### config.mk
export PLATFORM = sky130hd
export DESIGN_NAME = strop_seq
export DESIGN_NICKNAME = d
export VERILOG_FILES = /design/src/rtl/strop_pkg.sv /design/src/rtl/strop_addr.sv /design/src/rtl/strop_alu.sv /design/src/rtl/strop_ctrl.sv /design/src/rtl/strop_seq.sv
export SDC_FILE = /design/constraint.sdc
export NUM_CORES = 1
export LEC_CHECK = 0
export BUFFER_PORTS_ARGS = -buffer_cell sky130_fd_sc_hd__buf_2
export CAP_MARGIN = 20
export CORE_UTILIZATION = 39
export DETAILED_ROUTE_END_ITERATION = 10
export PLACE_DENSITY = 0.69
export REMOVE_ABC_BUFFERS = 1
export SYNTH_ARGS = -nofsm -noshare
export SYNTH_HDL_FRONTEND = slang
export SYNTH_SLANG_ARGS = --single-unit
### constraint.sdc
create_clock -name clk -period 5.7 [get_ports clk]
set_input_delay 0.855 -clock clk [delete_from_list [all_inputs] [get_ports clk]]
set_output_delay 0.855 -clock clk [all_outputs]
set_load 0.05 [all_outputs]
### src/rtl/strop_pkg.sv
// Shared encodings for the string sequencer.
// Assumes op/rep codes are driven exactly as listed in the brief.
package strop_pkg;
    typedef enum logic [2:0] {
        OP_MOVE  = 3'd0,
        OP_LOAD  = 3'd1,
        OP_STORE = 3'd2,
        OP_CMP   = 3'd3,
        OP_SCAN  = 3'd4
    } str_op_e;

    typedef enum logic [1:0] {
        RP_NONE = 2'd0,
        RP_ALL  = 2'd1,
        RP_EQ   = 2'd2,
        RP_NE   = 2'd3
    } rep_e;

    typedef struct packed {
        logic of;
        logic sf;
        logic zf;
        logic af;
        logic pf;
        logic cf;
    } flags_t;
endpackage

### src/rtl/strop_addr.sv
// Physical address former: segment shifted left plus offset, truncated.
// Assumes PAW <= AW + SEG_SHIFT, so truncation only drops carry bits.
module strop_addr #(
    parameter int AW        = 16,
    parameter int SEG_SHIFT = 4,
    parameter int PAW       = 20
) (
    input  logic [AW-1:0]  seg,
    input  logic [AW-1:0]  off,
    output logic [PAW-1:0] phys
);
    localparam int SUMW = AW + SEG_SHIFT;

    logic [SUMW-1:0] sum;

    // Form the widened sum and keep the low PAW bits.
    always_comb begin
        sum  = {seg, {SEG_SHIFT{1'b0}}} + SUMW'(off);
        phys = sum[PAW-1:0];
    end
endmodule

### src/rtl/strop_alu.sv
// Subtract-and-flag unit for compare and scan, byte or word width.
// Assumes DW is even; the byte form uses the low half of each operand.
module strop_alu import strop_pkg::*; #(
    parameter int DW = 16
) (
    input  logic [DW-1:0] a,
    input  logic [DW-1:0] b,
    input  logic          wide,
    output flags_t        fl
);
    localparam int HW = DW / 2;

    logic [DW:0] diff_w;
    logic [HW:0] diff_b;
    logic [DW-1:0] res;
    logic a_top, b_top, r_top;

    // Compute both widths and pick flags for the selected one.
    always_comb begin
        diff_w = {1'b0, a} - {1'b0, b};
        diff_b = {1'b0, a[HW-1:0]} - {1'b0, b[HW-1:0]};
        res    = wide ? diff_w[DW-1:0] : DW'(diff_b[HW-1:0]);
        a_top  = wide ? a[DW-1] : a[HW-1];
        b_top  = wide ? b[DW-1] : b[HW-1];
        r_top  = wide ? res[DW-1] : res[HW-1];
        fl.cf  = wide ? diff_w[DW] : diff_b[HW];
        fl.zf  = (res == '0);
        fl.sf  = r_top;
        fl.of  = (a_top != b_top) && (r_top != a_top);
        fl.af  = (a[3:0] < b[3:0]);
        fl.pf  = ~^res[7:0];
    end
endmodule

### src/rtl/strop_ctrl.sv
// Element sequencer: holds pointers, count, accumulator and flags, and
// steps one element per pass through CHECK -> SRC/DST -> STEP.
// Assumes the memory side keeps mem_ack low until a request is seen.
module strop_ctrl import strop_pkg::*; #(
    parameter int AW = 16,
    parameter int DW = 16
) (
    input  logic          clk,
    input  logic          rst_n,
    input  logic          start,
    input  logic [2:0]    op_i,
    input  logic [1:0]    rep_i,
    input  logic          wide_i,
    input  logic          dir_i,
    input  logic [AW-1:0] si_init,
    input  logic [AW-1:0] di_init,
    input  logic [AW-1:0] cx_init,
    input  logic [DW-1:0] acc_init,
    input  logic [AW-1:0] ds_init,
    input  logic [AW-1:0] es_init,
    input  logic          mem_ack,
    input  logic [DW-1:0] mem_rdata,
    input  flags_t        alu_fl,
    output logic          mem_req,
    output logic          mem_we,
    output logic          mem_es,
    output logic          mem_wide,
    output logic [AW-1:0] mem_seg,
    output logic [AW-1:0] mem_off,
    output logic [DW-1:0] mem_wdata,
    output logic [DW-1:0] alu_a,
    output logic          busy,
    output logic          done,
    output logic [AW-1:0] si,
    output logic [AW-1:0] di,
    output logic [AW-1:0] cx,
    output logic [DW-1:0] acc,
    output flags_t        flags
);
    localparam int HW = DW / 2;

    typedef enum logic [2:0] {
        ST_IDLE, ST_CHECK, ST_SRC, ST_DST, ST_STEP, ST_DONE
    } st_e;

    st_e           state;
    str_op_e       op_q;
    rep_e          rep_q;
    logic          wide_q, dir_q;
    logic [AW-1:0] si_q, di_q, cx_q, ds_q, es_q;
    logic [DW-1:0] acc_q, tmp_q;
    flags_t        fl_q;

    logic          use_src, use_dst, counted, is_test, stop_eq, stop_ne, finish;
    logic [AW-1:0] step, cx_dec;

    // Decode per-operation roles and the loop exit condition.
    always_comb begin
        use_src = (op_q == OP_MOVE) || (op_q == OP_LOAD) || (op_q == OP_CMP);
        use_dst = (op_q != OP_LOAD);
        is_test = (op_q == OP_CMP) || (op_q == OP_SCAN);
        counted = (rep_q != RP_NONE);
        stop_eq = is_test && (rep_q == RP_ALL || rep_q == RP_EQ) && !fl_q.zf;
        stop_ne = is_test && (rep_q == RP_NE) && fl_q.zf;
        step    = wide_q ? AW'(2) : AW'(1);
        cx_dec  = cx_q - AW'(1);
        finish  = !counted || (cx_dec == '0) || stop_eq || stop_ne;
    end

    // Drive the memory request from the current access phase.
    always_comb begin
        mem_req   = (state == ST_SRC) || (state == ST_DST);
        mem_es    = (state == ST_DST);
        mem_we    = (state == ST_DST) && (op_q == OP_MOVE || op_q == OP_STORE);
        mem_wide  = wide_q;
        mem_seg   = mem_es ? es_q : ds_q;
        mem_off   = mem_es ? di_q : si_q;
        mem_wdata = (op_q == OP_MOVE) ? tmp_q : acc_q;
        if (!wide_q)
            mem_wdata = DW'(mem_wdata[HW-1:0]);
        alu_a     = (op_q == OP_CMP) ? tmp_q : acc_q;
    end

    // Sequence states and update architectural registers.
    always_ff @(posedge clk) begin
        if (!rst_n) begin
            state  <= ST_IDLE;
            op_q   <= OP_MOVE;
            rep_q  <= RP_NONE;
            wide_q <= 1'b0;
            dir_q  <= 1'b0;
            si_q   <= '0;
            di_q   <= '0;
            cx_q   <= '0;
            ds_q   <= '0;
            es_q   <= '0;
            acc_q  <= '0;
            tmp_q  <= '0;
            fl_q   <= '0;
        end else begin
            case (state)
                ST_IDLE: if (start) begin
                    op_q   <= str_op_e'(op_i);
                    rep_q  <= rep_e'(rep_i);
                    wide_q <= wide_i;
                    dir_q  <= dir_i;
                    si_q   <= si_init;
                    di_q   <= di_init;
                    cx_q   <= cx_init;
                    acc_q  <= acc_init;
                    ds_q   <= ds_init;
                    es_q   <= es_init;
                    state  <= ST_CHECK;
                end
                ST_CHECK: begin
                    if (counted && cx_q == '0) state <= ST_DONE;
                    else if (use_src)          state <= ST_SRC;
                    else                       state <= ST_DST;
                end
                ST_SRC: if (mem_ack) begin
                    if (op_q == OP_LOAD) begin
                        acc_q <= wide_q ? mem_rdata : {acc_q[DW-1:HW], mem_rdata[HW-1:0]};
                        state <= ST_STEP;
                    end else begin
                        tmp_q <= mem_rdata;
                        state <= ST_DST;
                    end
                end
                ST_DST: if (mem_ack) begin
                    if (is_test) fl_q <= alu_fl;
                    state <= ST_STEP;
                end
                ST_STEP: begin
                    if (use_src) si_q <= dir_q ? si_q - step : si_q + step;
                    if (use_dst) di_q <= dir_q ? di_q - step : di_q + step;
                    if (counted) cx_q <= cx_dec;
                    state <= finish ? ST_DONE : ST_CHECK;
                end
                default: state <= ST_IDLE;
            endcase
        end
    end

    assign busy  = (state != ST_IDLE);
    assign done  = (state == ST_DONE);
    assign si    = si_q;
    assign di    = di_q;
    assign cx    = cx_q;
    assign acc   = acc_q;
    assign flags = fl_q;


    si_step_chk: assert property (@(posedge clk) disable iff (!rst_n)
        (busy && $past(busy) && si_q != $past(si_q)) |->
        (si_q - $past(si_q) == step || $past(si_q) - si_q == step));


    cx_dec_chk: assert property (@(posedge clk) disable iff (!rst_n)
        (busy && $past(busy)) |-> (cx_q == $past(cx_q) || cx_q == $past(cx_q) - AW'(1)));


    test_nowrite_chk: assert property (@(posedge clk) disable iff (!rst_n)
        (mem_req && is_test) |-> !mem_we);
endmodule

### src/rtl/strop_seq.sv
// Top of the string sequencer: control, address former and flag unit.
// Assumes a single outstanding memory transfer, acknowledged by mem_ack.
module strop_seq import strop_pkg::*; #(
    parameter int AW        = 16,
    parameter int DW        = 16,
    parameter int SEG_SHIFT = 4,
    parameter int PAW       = 20
) (
    input  logic           clk,
    input  logic           rst_n,
    input  logic           start,
    input  logic [2:0]     op,
    input  logic [1:0]     rep,
    input  logic           wide,
    input  logic           dir,
    input  logic [AW-1:0]  si_init,
    input  logic [AW-1:0]  di_init,
    input  logic [AW-1:0]  cx_init,
    input  logic [DW-1:0]  acc_init,
    input  logic [AW-1:0]  ds_init,
    input  logic [AW-1:0]  es_init,
    output logic           mem_req,
    output logic           mem_we,
    output logic           mem_es,
    output logic           mem_wide,
    output logic [PAW-1:0] mem_addr,
    output logic [DW-1:0]  mem_wdata,
    input  logic [DW-1:0]  mem_rdata,
    input  logic           mem_ack,
    output logic           busy,
    output logic           done,
    output logic [AW-1:0]  si,
    output logic [AW-1:0]  di,
    output logic [AW-1:0]  cx,
    output logic [DW-1:0]  acc,
    output logic [5:0]     flags
);
    logic [AW-1:0] seg_w, off_w;
    logic [DW-1:0] alu_a_w;
    flags_t        alu_fl_w, fl_w;

    strop_ctrl #(.AW(AW), .DW(DW)) u_ctrl (
        .clk(clk), .rst_n(rst_n), .start(start), .op_i(op), .rep_i(rep),
        .wide_i(wide), .dir_i(dir), .si_init(si_init), .di_init(di_init),
        .cx_init(cx_init), .acc_init(acc_init), .ds_init(ds_init),
        .es_init(es_init), .mem_ack(mem_ack), .mem_rdata(mem_rdata),
        .alu_fl(alu_fl_w), .mem_req(mem_req), .mem_we(mem_we),
        .mem_es(mem_es), .mem_wide(mem_wide), .mem_seg(seg_w),
        .mem_off(off_w), .mem_wdata(mem_wdata), .alu_a(alu_a_w),
        .busy(busy), .done(done), .si(si), .di(di), .cx(cx), .acc(acc),
        .flags(fl_w)
    );

    strop_addr #(.AW(AW), .SEG_SHIFT(SEG_SHIFT), .PAW(PAW)) u_addr (
        .seg(seg_w), .off(off_w), .phys(mem_addr)
    );

    strop_alu #(.DW(DW)) u_alu (
        .a(alu_a_w), .b(mem_rdata), .wide(mem_wide), .fl(alu_fl_w)
    );

    assign flags = fl_w;


    req_hold_chk: assert property (@(posedge clk) disable iff (!rst_n)
        (mem_req && !mem_ack) |=> (mem_req && $stable(mem_addr) && $stable(mem_we)
                                   && $stable(mem_wdata)));


    done_pulse_chk: assert property (@(posedge clk) disable iff (!rst_n)
        done |=> !done);


    done_idle_chk: assert property (@(posedge clk) disable iff (!rst_n)
        done |-> !mem_req);
endmodule

Word level (Yosys, flattened, before mapping)
Index checks and enable logic that the tools add are counted.
{"block": "totals", "ff_bits": 128, "latchBits": 0, "ram_bits": 0, "mem_bits_ro": 0, "in_bits": 123, "output_inout_bits": 112, "mem_count": 0}
{"block": "op_classes", "add_sub_neg": 8, "mul": 0, "div": 0, "magnitude_cmp": 1, "eq_ne": 23, "shifts": 0, "muxes": 35, "bitwise": 1, "n_reduce_logical": 37}
{"operator": "$mux W16", "count": 18}
{"operator": "$pmux W16 S2", "count": 4}
{"operator": "$logic_not A16 Y1", "count": 3}
{"operator": "$add A16 B16 Y16", "count": 2}
{"operator": "$sub A16 B16 Y16", "count": 2}
{"operator": "$add A20 B16 Y20", "count": 1}
{"operator": "$mux W3", "count": 6}
{"operator": "$reduce_and A3 Y1", "count": 6}
{"operator": "$sub A16 B16 Y17", "count": 1}
{"operator": "$sub A16 B1 Y16 const B", "count": 1}
{"operator": "$pmux W3 S5", "count": 1}
{"operator": "$eq A3 B2 Y1 const B", "count": 4}
{"operator": "$ne A2 B1 Y1 const B", "count": 6}
{"operator": "$eq A3 B3 Y1 const B", "count": 3}
{"operator": "$logic_or A1 B1 Y1", "count": 9}
{"operator": "$sub A8 B8 Y9", "count": 1}
{"operator": "$reduce_xnor A8 Y1", "count": 1}
{"operator": "$logic_and A1 B1 Y1", "count": 7}
{"operator": "$eq A3 B1 Y1 const B", "count": 2}
{"operator": "$logic_not A3 Y1", "count": 2}
{"operator": "$reduce_bool A2 Y1", "count": 3}
{"operator": "$mux W1", "count": 5}
{"operator": "$reduce_and A5 Y1", "count": 1}
{"operator": "$eq A2 B2 Y1 const B", "count": 2}
{"operator": "other kinds (11)", "count": 14}

Longest topological paths before layout
{"block": "logic_depth", "ltp_word": 8, "mapped_depth": 18}

Cells and area by module
Synthesis repeated with hierarchy kept, for this count alone.
{"block": "hier_totals", "cells_unflattened": 1335, "hier_area_um2": 9913.3}
{"module": "strop_ctrl", "instances": 1, "cells_each": 1062, "area_per_inst_um2": 7920.1, "seq_area_each_um2": 2562.5}
{"module": "strop_alu", "instances": 1, "cells_each": 165, "area_per_inst_um2": 1172.4, "seq_area_each_um2": 0.0}
{"module": "strop_addr", "instances": 1, "cells_each": 108, "area_per_inst_um2": 820.8, "seq_area_each_um2": 0.0}

Worst setup path after synthesis
No wires, ideal clock.
{"block": "synth_timing", "path_kind": "register -> output", "startpoint": "register u_ctrl.state[1]", "endpoint": "output port mem_addr[16]", "arrival_time_ps": 4742, "setup_slack_ps": 103, "path_stages_with_launch": 18, "n_path_buf": 3, "path_cell_list": "dfxtp_1 buf_2 and2b_1 nand2_1 inv_2 clkbuf_1 clkbuf_1 nand2_1 nand2_1 ha_1 a21o_1 a21oi_1 nor2b_1 o21a_1 o41a_1 a41oi_1 a21oi_1 xnor2_1"}
{"block": "synth_via", "elab_chain_cells": 3, "word_cells_on_any_way": 4}
{"element": "start, declared", "line_no": "strop_ctrl.sv:46", "text": "st_e state;"}
{"element": "start signal, assigned", "line_no": "strop_ctrl.sv:137", "text": "state <= finish ? ST_DONE : ST_CHECK;"}
{"element": "$eq A3 B2 Y1 *", "line_no": "strop_ctrl.sv:73", "text": "mem_es = (state == ST_DST);"}
{"element": "named net mem_es", "line_no": "strop_seq.sv:24", "text": "output logic mem_es,"}
{"element": "$mux W16 (on tied branches)", "line_no": "strop_ctrl.sv:76, strop_ctrl.sv:77"}
{"element": "$add A20 B16 Y20 *", "line_no": "strop_addr.sv:18", "text": "sum = {seg, {SEG_SHIFT{1'b0}}} + SUMW'(off);"}
{"element": "end, declared", "line_no": "strop_seq.sv:26", "text": "output logic [PAW-1:0] mem_addr,"}
Mark *: on every way through the listed nets, which the timed path passes. The rest lies on a longest branch.

Worst setup path in the final report
{"block": "layout_timing", "startpoint": "register u_ctrl.state[2]", "endpoint": "output port mem_addr[16]"}
{"block": "layout_via", "elab_chain_cells": 3, "word_cells_on_any_way": 4}
{"element": "$eq A3 B2 Y1 *", "line_no": "strop_ctrl.sv:73"}
{"element": "$mux W16 (on tied branches)", "line_no": "strop_ctrl.sv:76, strop_ctrl.sv:77"}
{"element": "$add A20 B16 Y20 *", "line_no": "strop_addr.sv:18"}
Mark *: on every way between the ends. The rest lies on a longest branch, timed or not.

==> results.md <==
* Mux cell area share after synthesis at ~4.6%
* Post-CTS Resized at 0
* DRC at 0
* First DRT Iteration DRCs at 649
* Syn avg cell area at 7.21 um^2
* H-tree depth at 4
* Relative slew slack at between 30 and 40%
* Num rows at 56
* RSZ-0062 raised after global routing: false
* Setup slack after layout at 0.529 ns
* Sequential area share after synthesis at between 20 and 30%
* Routability-driven placement congestion ratio at 0.923
* Skew final at around 0.010 ns
* Setup bufs post-CTS at 0
* Layout Nets at 1693
* # IOs at between 200 and 250
* Worst-Skew Late Latency at 0.43 ns
* Cts hold-fix bufs at 0
* Worst-path clk slew at roughly 0.060 ns
* Share of cells above drive strength 1 at around a fifth
* Fin crit share at 90.7%
* Post-Synth Adder-Cell Area at 9.73%
* Cell mode on critical path: nand2_1
* Met1 Usage GRT at 29.9%
* Worst-margin pin slew at 1.04 ns
* Largest net degree at the start of global routing at 70
* Critical Path AT at roughly 4.3 ns
* Wire per inst at 16.4 um
* Busiest metal layer after global routing: met2
* Proportion of netlist area held by the largest area contributor at 27.2%
* CTS tree: yes
* Top cells by area, synth: dfxtp_1, nand2_1, ha_1
* Worst path slowest cell: dfxtp_1
* Synth Area in XOR/XNOR at 4.64%
* Most common cell after layout, fill and taps aside: nand2_1
* Post-DRT Antenna Nets at 0
* Tmin final at just over 5 ns
* Initial Util at 40.0%
* Core box area at ~0.024 mm^2
* F_max at 193 MHz
* Via density per instance at roughly 5.5
* Chip width at 158 um
* Post-synth ARST share at 0%
* First-pass GRT wire length at 47200 um
* Die area at 0.0248 mm^2
* Synth Flop Type: dfxtp_1
* Status: finished clean
* Final instance area at 0.0114 mm^2
* Met3 Track Usage GR at 4.30%
* WS Path Type: reg2out
* Die height at 158 um
* Clk buf depth at 2
* Yosys top cell by area: dfxtp_1
* Clock Tree Root: clkbuf_16
* Worst EP required at approximately 4.9 ns
* Final setup fails at 0
* Placed Instances at 1799
* Hold WC Path Type: reg2reg
* Final Hold Fails at 0
* Num Clock Sinks at 128
* Synth-to-Final Area Change at 20.7%
* Delay-heaviest family, CP: compound AO/OA/AOI/OAI gates
* Total grt overflow at 0
* Compound-Gate Fraction of Synth Area at 23.7%
* Max Slew Vio Count at 0
* All-Layer GR Usage at around 24%
* CP Capture Type: primary output
* Synth Instances at 1309
* Synth cell types at between 70 and 80
* Flops & latches, synth at 128
* Vias in the first global route at between 9000 and 10000
* Antenna violations before repair at 2
* Via count at 10020
* Drt total wl at between 30000 and 40000 um
* Pre-CTS setup slack at around 1.0 ns
* CP Buf/Inv Count at 2
* Synth Area in Simple Gates at between 20% and 30%
* Area post-placement at 0.0108 mm^2
* Met2 usage at 42.3%
* Post-synth EDFFs at 0
* CP Launch Type: flip-flop
* Max cap viols at 0
* Synthesized area at around 0.0094 mm^2
* Setup TNS at 0 ns
* Largest family of logic cells by synthesized area: simple AND/OR/NAND/NOR gates
* Most frequent cells in the layout: nand2_1, buf_2, a21oi_1, dfxtp_1, nor2_1
* Leakage power at 0.00535 uW
* TritonRoute pass-1 iters at 5
* Synth warn at 0
* Non-filler cells, final at around 1800
* Slowest stage delay, CP at 0.54 ns
* IO buf count at 234
* Pwr dens at 352 mW/mm^2
* TritonCTS Buffers at 17
* Crit path cell chain: and2b_1 > nand2_1 > inv_2 > nand2_1 > nand2_1 > ha_1 > fa_1 > a21o_1 > a21oi_1 > nor2b_1 > o21a_1 > o41a_1 > a41oi_1 > a21oi_1 > xnor2_1 > buf_2
* Worst-path maximum fanout at 21
* Detailed placement HPWL at 21700 um
* Max VDD drop at 0.138 mV
* Post-layout util at 48.2%
[logic make-up after synthesis]
kind of cell | count (synthesis)
fa+ha+maj | 71
flops | 128
xor+xnor | 50
simple gates | 544
mux | 42
buf+inv | 119
compound gates | 355
[synth_stat cells, types with 4 or more instances]
cell type,number
nand2_1,313
a21oi_1,131
dfxtp_1,128
nor2_1,100
ha_1,67
clkbuf_1,62
o21ai_0,42
inv_1,41
nor3_1,38
xnor2_1,34
a211oi_1,32
mux2i_1,28
nand3_1,21
o21ai_1,21
a21o_1,20
a31oi_1,19
xor2_1,16
mux2_2,14
o21a_1,11
nor2b_1,10
o211ai_1,10
and3_1,9
nand4_1,9
a311oi_1,8
o21bai_1,8
and2_1,7
a22oi_1,6
or3_1,6
a211o_1,5
a41oi_1,5
buf_2,5
nand3b_1,5
o41ai_1,5
buf_1,4
fa_1,4
nand2b_1,4
nor4_1,4
[power breakdown]
group,total (uW),switching (uW),internal (uW)
sequential,1140,137,1000
clock,1110,436,675
combinational,1760,1180,575
[state kept, by name, indices dropped and copies added (netlist names)]
register         cells
u_ctrl.state         3
u_ctrl.ds_q         16
u_ctrl.mem_wide      1
u_ctrl.flags         6
u_ctrl.si           16
u_ctrl.dir_q         1
u_ctrl.es_q         16
u_ctrl.tmp_q        16
u_ctrl.cx           16
u_ctrl.rep_q         2
u_ctrl.op_q          3
u_ctrl.di           16
u_ctrl.acc          16
[worst min-delay path, stage by stage, from the launching register on]
cell and delay, ns:
dfxtp_1 0.31, nand2_1 0.05, a21oi_1 0.05
[through the flow]
stage	total power (uW)	hold slack, ns
3_3_place_gp	2880	0.437
6_report	4010	0.454
3_5_place_dp	2910	0.447
5_1_grt	4250	0.476
4_1_cts	4030	0.455
2_1_floorplan	2450	0.436
[routing by layer]
layer,share of wire (%),vias up
li1,-,4999
met1,45,4661
met2,48,318
met3,5.7,42
met4,2.0,0
met5,0,-
[path summary, 6_finish.rpt]
check | endpoint | depth (start not counted) | slack, ns | from
min reg2reg | u_ctrl.ds_q[9] | 2 | 0.45 | u_ctrl.ds_q[9]
max | mem_addr[16] | 16 | 0.53 | u_ctrl.state[2]
min | u_ctrl.ds_q[9] | 2 | 0.45 | u_ctrl.ds_q[9]
max reg2reg | u_ctrl.flags[3] | 16 | 1.64 | u_ctrl.op_q[0]
[cell type report]
type | count | area (um^2)
sequential | 128 | 2560
antenna | 2 | 5.00
clock buffer | 22 | 474
clock inverter | 10 | 110
multi-input combinational | 1062 | 6400
timing repair buffer | 246 | 1260
fill | 2392 | 12200
inverter | 44 | 166
tap | 319 | 399
(Power assumes the default switching activity.)
